<file path="config.mk">
export PLATFORM = sky130hd
export DESIGN_NAME = sci_status_flags
export DESIGN_NICKNAME = d
export VERILOG_FILES = /design/src/rtl/sci_flag_pkg.sv /design/src/rtl/sci_parity_chk.sv /design/src/rtl/sci_clr_flag.sv /design/src/rtl/sci_tend_flag.sv /design/src/rtl/sci_status_flags.sv
export SDC_FILE = /design/constraint.sdc
export NUM_CORES = 1
export LEC_CHECK = 0
export ABC_AREA = 0
export BUFFER_PORTS_ARGS = -buffer_cell sky130_fd_sc_hd__buf_4
export CELL_PAD_IN_SITES_DETAIL_PLACEMENT = 1
export CELL_PAD_IN_SITES_GLOBAL_PLACEMENT = 1
export CORE_ASPECT_RATIO = 1.25
export CORE_MARGIN = 2
export CORE_UTILIZATION = 28
export DETAILED_ROUTE_END_ITERATION = 7
export GPL_TIMING_DRIVEN = 0
export PLACE_DENSITY_LB_ADDON = 0.2
export SLEW_MARGIN = 10
export SYNTH_ARGS = -nofsm -noshare
export SYNTH_HDL_FRONTEND = slang
export SYNTH_SLANG_ARGS = --single-unit
</file>
<file path="constraint.sdc">
create_clock -name clk_i -period 1.3 [get_ports clk_i]
set_input_delay 0.26 -clock clk_i [delete_from_list [all_inputs] [get_ports clk_i]]
set_output_delay 0.26 -clock clk_i [all_outputs]
set_load 0.03 [all_outputs]
</file>
<file path="src/rtl/sci_flag_pkg.sv">
package sci_flag_pkg;
  localparam int STAT_W = 8;
  localparam int N_CLR  = 4;

  // flag index into the clearable set
  localparam int F_RDRF = 0;
  localparam int F_FRM  = 1;
  localparam int F_ERS  = 2;
  localparam int F_PER  = 3;

  // status byte positions
  localparam int POS_RDRF = 6;
  localparam int POS_FRM  = 5;
  localparam int POS_ERS  = 4;
  localparam int POS_PER  = 3;
  localparam int POS_TEND = 2;

  localparam int CLR_POS [N_CLR] = '{POS_RDRF, POS_FRM, POS_ERS, POS_PER};
endpackage

</file>
<file path="src/rtl/sci_parity_chk.sv">
module sci_parity_chk #(
  parameter int DATA_W = 8
) (
  input  logic [DATA_W-1:0] data_i,
  input  logic              par_i,
  input  logic              odd_i,
  output logic              err_o
);
  // odd total count with even setting, or even total with odd setting
  assign err_o = (^{data_i, par_i}) ^ odd_i;
endmodule

</file>
<file path="src/rtl/sci_clr_flag.sv">
module sci_clr_flag (
  input  logic clk_i,
  input  logic rst_ni,
  input  logic standby_i,
  input  logic set_i,
  input  logic rd_i,
  input  logic wr_i,
  input  logic wbit_i,
  output logic flag_o
);
  logic flag_q, seen_q, clr;

  assign clr = wr_i & ~wbit_i & seen_q;

  always_ff @(posedge clk_i or negedge rst_ni) begin
    if (!rst_ni) begin
      flag_q <= 1'b0;
      seen_q <= 1'b0;
    end else if (standby_i) begin
      flag_q <= 1'b0;
      seen_q <= 1'b0;
    end else begin
      if (set_i)    flag_q <= 1'b1;   // set beats clear
      else if (clr) flag_q <= 1'b0;
      seen_q <= (seen_q & ~wr_i) | (rd_i & flag_q);
    end
  end

  assign flag_o = flag_q;

  AST_CLR_NEEDS_WRITE: assert property (@(posedge clk_i) disable iff (!rst_ni)
    $fell(flag_q) && !$past(standby_i) |-> $past(wr_i) && !$past(wbit_i))
    else $error("flag cleared without write of 0");
  AST_SET_WINS: assert property (@(posedge clk_i) disable iff (!rst_ni)
    set_i && !standby_i |=> flag_q)
    else $error("set lost");
  AST_STANDBY_CLR: assert property (@(posedge clk_i) disable iff (!rst_ni)
    standby_i |=> !flag_q)
    else $error("standby did not clear");
endmodule

</file>
<file path="src/rtl/sci_tend_flag.sv">
module sci_tend_flag (
  input  logic clk_i,
  input  logic rst_ni,
  input  logic standby_i,
  input  logic sc_mode_i,
  input  logic tx_done_i,
  input  logic tdr_valid_i,
  input  logic tx_block_i,
  input  logic ers_i,
  input  logic ers_set_i,
  output logic tend_o
);
  logic tend_q, set;

  assign set = tx_done_i & ~tdr_valid_i & ~tx_block_i
             & (~sc_mode_i | ~(ers_i | ers_set_i));

  always_ff @(posedge clk_i or negedge rst_ni) begin
    if (!rst_ni)          tend_q <= 1'b0;
    else if (standby_i)   tend_q <= 1'b0;
    else if (set)         tend_q <= 1'b1;
    else if (tdr_valid_i) tend_q <= 1'b0;
  end

  assign tend_o = tend_q;

  AST_TEND_RISE: assert property (@(posedge clk_i) disable iff (!rst_ni)
    $rose(tend_q) |-> $past(tx_done_i) && !$past(tdr_valid_i))
    else $error("transmit-end rose without event");
  AST_TEND_SC_ERR: assert property (@(posedge clk_i) disable iff (!rst_ni)
    sc_mode_i && ers_i && !tend_q |=> !tend_q)
    else $error("transmit-end set despite error signal");
endmodule

</file>
<file path="src/rtl/sci_status_flags.sv">
module sci_status_flags
  import sci_flag_pkg::*;
#(
  parameter int DATA_W = 8
) (
  input  logic              clk_i,
  input  logic              rst_ni,
  input  logic              standby_i,
  input  logic              sc_mode_i,
  input  logic              sync_mode_i,
  input  logic              odd_par_i,
  input  logic              rx_en_i,
  input  logic              tx_en_i,
  input  logic              rx_done_i,
  input  logic [DATA_W-1:0] rx_data_i,
  input  logic              rx_par_i,
  input  logic              rx_stop_i,
  input  logic              tx_done_i,
  input  logic              tdr_valid_i,
  input  logic              err_smp_i,
  input  logic              err_line_i,
  input  logic              rd_i,
  input  logic              wr_i,
  input  logic [STAT_W-1:0] wdata_i,
  output logic [STAT_W-1:0] status_o,
  output logic [DATA_W-1:0] rdr_o,
  output logic              rx_block_o,
  output logic              tx_block_o
);
  logic [N_CLR-1:0]  set_v, flag_v;
  logic [DATA_W-1:0] rdr_q;
  logic              par_err, rx_acc, frm_err, tend, tx_block;

  sci_parity_chk #(.DATA_W(DATA_W)) u_par (
    .data_i (rx_data_i),
    .par_i  (rx_par_i),
    .odd_i  (odd_par_i),
    .err_o  (par_err)
  );

  assign rx_acc   = rx_done_i & rx_en_i & ~flag_v[F_PER];
  assign frm_err  = ~sc_mode_i & ~rx_stop_i;
  assign tx_block = flag_v[F_PER] & sync_mode_i;

  assign set_v[F_RDRF] = rx_acc & ~par_err & ~frm_err;
  assign set_v[F_FRM]  = rx_acc & frm_err;
  assign set_v[F_ERS]  = sc_mode_i & tx_en_i & err_smp_i & ~err_line_i;
  assign set_v[F_PER]  = rx_acc & par_err;

  for (genvar g = 0; g < N_CLR; g++) begin : g_flag
    sci_clr_flag u_flag (
      .clk_i     (clk_i),
      .rst_ni    (rst_ni),
      .standby_i (standby_i),
      .set_i     (set_v[g]),
      .rd_i      (rd_i),
      .wr_i      (wr_i),
      .wbit_i    (wdata_i[CLR_POS[g]]),
      .flag_o    (flag_v[g])
    );
  end

  sci_tend_flag u_tend (
    .clk_i       (clk_i),
    .rst_ni      (rst_ni),
    .standby_i   (standby_i),
    .sc_mode_i   (sc_mode_i),
    .tx_done_i   (tx_done_i),
    .tdr_valid_i (tdr_valid_i),
    .tx_block_i  (tx_block),
    .ers_i       (flag_v[F_ERS]),
    .ers_set_i   (set_v[F_ERS]),
    .tend_o      (tend)
  );

  always_ff @(posedge clk_i or negedge rst_ni) begin
    if (!rst_ni)     rdr_q <= '0;
    else if (rx_acc) rdr_q <= rx_data_i;
  end

  always_comb begin
    status_o = '0;
    for (int i = 0; i < N_CLR; i++) status_o[CLR_POS[i]] = flag_v[i];
    status_o[POS_TEND] = tend;
  end

  assign rdr_o      = rdr_q;
  assign rx_block_o = flag_v[F_PER];
  assign tx_block_o = tx_block;

  AST_PER_STORES: assert property (@(posedge clk_i) disable iff (!rst_ni)
    rx_done_i && rx_en_i && !status_o[POS_PER] && par_err |=> rdr_o == $past(rx_data_i))
    else $error("parity-error byte not stored");
  AST_PER_NO_RDRF: assert property (@(posedge clk_i) disable iff (!rst_ni)
    rx_done_i && rx_en_i && !status_o[POS_PER] && par_err && !status_o[POS_RDRF] |=> !status_o[POS_RDRF])
    else $error("data-full set on parity error");
  AST_RX_BLOCKED: assert property (@(posedge clk_i) disable iff (!rst_ni)
    status_o[POS_PER] && rx_done_i |=> $stable(rdr_o))
    else $error("reception not blocked");
  AST_ERS_NORMAL: assert property (@(posedge clk_i) disable iff (!rst_ni)
    !sc_mode_i && !status_o[POS_ERS] |=> !status_o[POS_ERS])
    else $error("error-signal set in normal mode");
  AST_NO_FRM_SC: assert property (@(posedge clk_i) disable iff (!rst_ni)
    sc_mode_i && !status_o[POS_FRM] |=> !status_o[POS_FRM])
    else $error("framing flag set in smart-card mode");
endmodule

</file>
==> flow_summary.ini <==
[status]
outcome = complete, but fails checks
failed_checks = setup timing

[placed_design]
numPortBuffers = 43
place_hpwl_um = 1770
dpl_worst_slack_ps = -348
place_congestion = 0.698

[setup_path]
critical_path_class = in2reg
crit_required_ps = 1510
crit_chain = buf_4 > xnor2_2 > xnor3_1 > or4_4 > o211ai_2
startpoint_type = primary input
crit_family = XOR/XNOR gates
worstSetupStartpoint = rx_data_i[4]
cp_slowest_cell = or4_4
r2r-end = g_flag[3].u_flag.flag_o
r2r_cells = 3
crit_buf_inv = 1
arrival_ps = 1550
critPathMaxStageDelay_ps = 500
r2r-start = g_flag[3].u_flag.flag_o
end_kind = flip-flop
r2r_slack_ps = -20
critPathMaxFanout = 2

[sta]
finalHoldViolCount = 0
skew_ps = 2.61
setup_viol = 1
rsz0062_at_grt = yes
slew_violations = 0
final.period_utilization_pct = 103
worst_slack_ps = -38.0
hold_slack_ps = 122
fmax_ghz = 0.747
period_minus_slack_ps = 1340

[drt]
dr.pass1.iters = 4
wl_per_cell_um = 13.6
num_vias = 776
drt-total-wl_um = 2260
postRouteAntennaNets = 0
drt_iter0_drc = 10
vias_per_cell = 4.67
drcViolationCount = 0

[grt]
grt_max_degree = 18
antenna_found_initial = 0
track_usage_pct = 14.2
grt_first_pass_wirelength_um = 3670
grt_pass1_vias = 869
grt_overflow = 0

[cts]
cts_sinks = 17
root_buffer = clkbuf_4
cts_inserted_buffers = 3
tritoncts = yes
htree_levels = 1
clk_pin_slew_ps = 90
cts_max_path_buffers = 2
insertion_delay_ps = 280

[synth]
synth-seq-cells = 17
netlist_area_um2 = 872
synth_top_cell_area_share_pct = 48.8
yosysUniqueCellTypes = 26
synthCells = 77
synth.area.top_cells = dfrtp_1, mux2_2, buf_4
synth_ff_type = dfrtp_1
synth_edf_count = 0
ys_warn_count = 0
ys_seq_area_share_pct = 48.8
yosys.area.top_type = dfrtp_1
synth_area_per_cell_um2 = 11.3
async_flop_share_pct = 100

[worst_hold_path]
hold_start = tdr_valid_i
worstHoldPathType = in2reg
hold_depth = 2
min_to = u_tend.tend_o

[die]
fp.dieArea_mm2 = 0.00358
core_region_area_mm2 = 0.00295
initial_core_util_pct = 29.6
die_height_um = 66.4
fp-row-count = 22
boundaryPins = 51
die_width_um = 53.9

[power]
internal_power_mw = 1.05
pwr-share-clk_pct = 17.6
p_leak_nw = 0.657
p_comb_share_pct = 41.5
power.switching_mw = 0.536
ir_worst_vdd_mv = 0.640
p_per_area_mw_per_mm2 = 1180
swShare_pct = 33.9
pwr-share-seq_pct = 40.9

[finish]
seq_area_um2 = 427
antenna_cells = 0
post_route_cells_drive_above_1_share_pct = 56.9
multi_input_area_um2 = 399
final_nets = 164
fillers = 352
synthToLayoutAreaGrowth_pct = 53.2

[job]
cap_violations = 0
## stage by stage
stage / util [%] / cells / total power, mW / instance area [um^2] / TNS, ps
after floorplan: - / 79 / 1.02 / 890 / -928
final: 45.4 / 166 / 1.58 / 1340 / -38.0
after global routing: 45.4 / 166 / 1.67 / 1340 / -603
after global placement: 42.7 / 158 / 1.25 / 1260 / -951
after CTS: 44.9 / 165 / 1.59 / 1320 / -41.2
after detailed placement: 42.7 / 158 / 1.27 / 1260 / -1410
## cells in the final DEF, fill, tap and decap left out, types with 2 or more instances in the layout
cell / Yosys / layout
dfrtp_1: 17 / 16
a22oi_1: 4 / 4
conb_1: 1 / 3
o21ai_0: 2 / 2
a21oi_1: 3 / 3
xnor2_2: 1 / 3
mux2_2: 8 / 8
nand3b_1: 3 / 3
buf_4: 8 / 52
xnor2_1: 6 / 4
nand2_1: 4 / 4
clkbuf_4: 0 / 4
nor2_1: 6 / 6
buf_6: 0 / 2
## repair_timing
action / CTS / global route
endpoints found under the hold margin: 17 / 0
resized for setup: 5 / 1
endpoints found under the setup margin: 12 / 14
buffers inserted: 2 / 1
hold buffers: 1 / 0
pin swaps: 1 / 1
## area by class of cell
class,count,area share [%]
multi-input combinational,51,29.9
buffer,10,5.43
tap,36,3.37
sequential,17,31.9
timing repair buffer,47,27.2
inverter,1,0.281
clock buffer,4,1.97
## power by group through the flow
stage	Sequential [mW]	Clock, mW	Combinational [mW]
after floorplan	0.775	0	0.241
after global placement	0.654	0	0.600
after detailed placement	0.659	0	0.613
after CTS	0.649	0.293	0.649
after global routing	0.661	0.308	0.702
final	0.648	0.278	0.656
## registers in the layout, indices dropped and copies added (netlist names)
name / flops
g_flag.u_flag.seen_q: 4
g_flag.u_flag.flag_o: 4
u_tend.tend_o: 1
rdr_o: 8
## cells by family (layout without fill, tap and decap cells)
group,count (synthesis),count (layout),share of synthesized area (%)
flip-flops,17,17,48.8
AND/OR/NAND/NOR,20,20,12.5
multiplexers,8,8,10.3
other,1,3,0.430
XOR/XNOR,8,8,10.5
AO/OA/AOI/OAI,12,12,9.18
buffers and inverters,11,62,8.32
## metal layers
layer  up-vias  wire length, um  GRT usage [%]
li1        365                -              -
met1       372              792           14.9
met2        35             1230           26.2
met3         4              198           2.49
met4         0               34           6.73
met5         -                0              0
## cell usage after synthesis, drive strengths merged (2+ instances only)
library cell and number:
buf 9, mux2 8, nand3b 3, nor2 6
o21ai 2, a22oi 4, dfrtp 17, xnor2 7
nand2 4, a21oi 3
## worst max path at each step
stage	to	cells past startpoint
final	g_flag[3].u_flag.flag_o	5
after global routing	g_flag[3].u_flag.flag_o	3
after CTS	g_flag[3].u_flag.flag_o	3
after detailed placement	g_flag[3].u_flag.flag_o	5
after global placement	g_flag[3].u_flag.flag_o	5
after floorplan	g_flag[3].u_flag.flag_o	4
(Power assumes the default switching activity.)
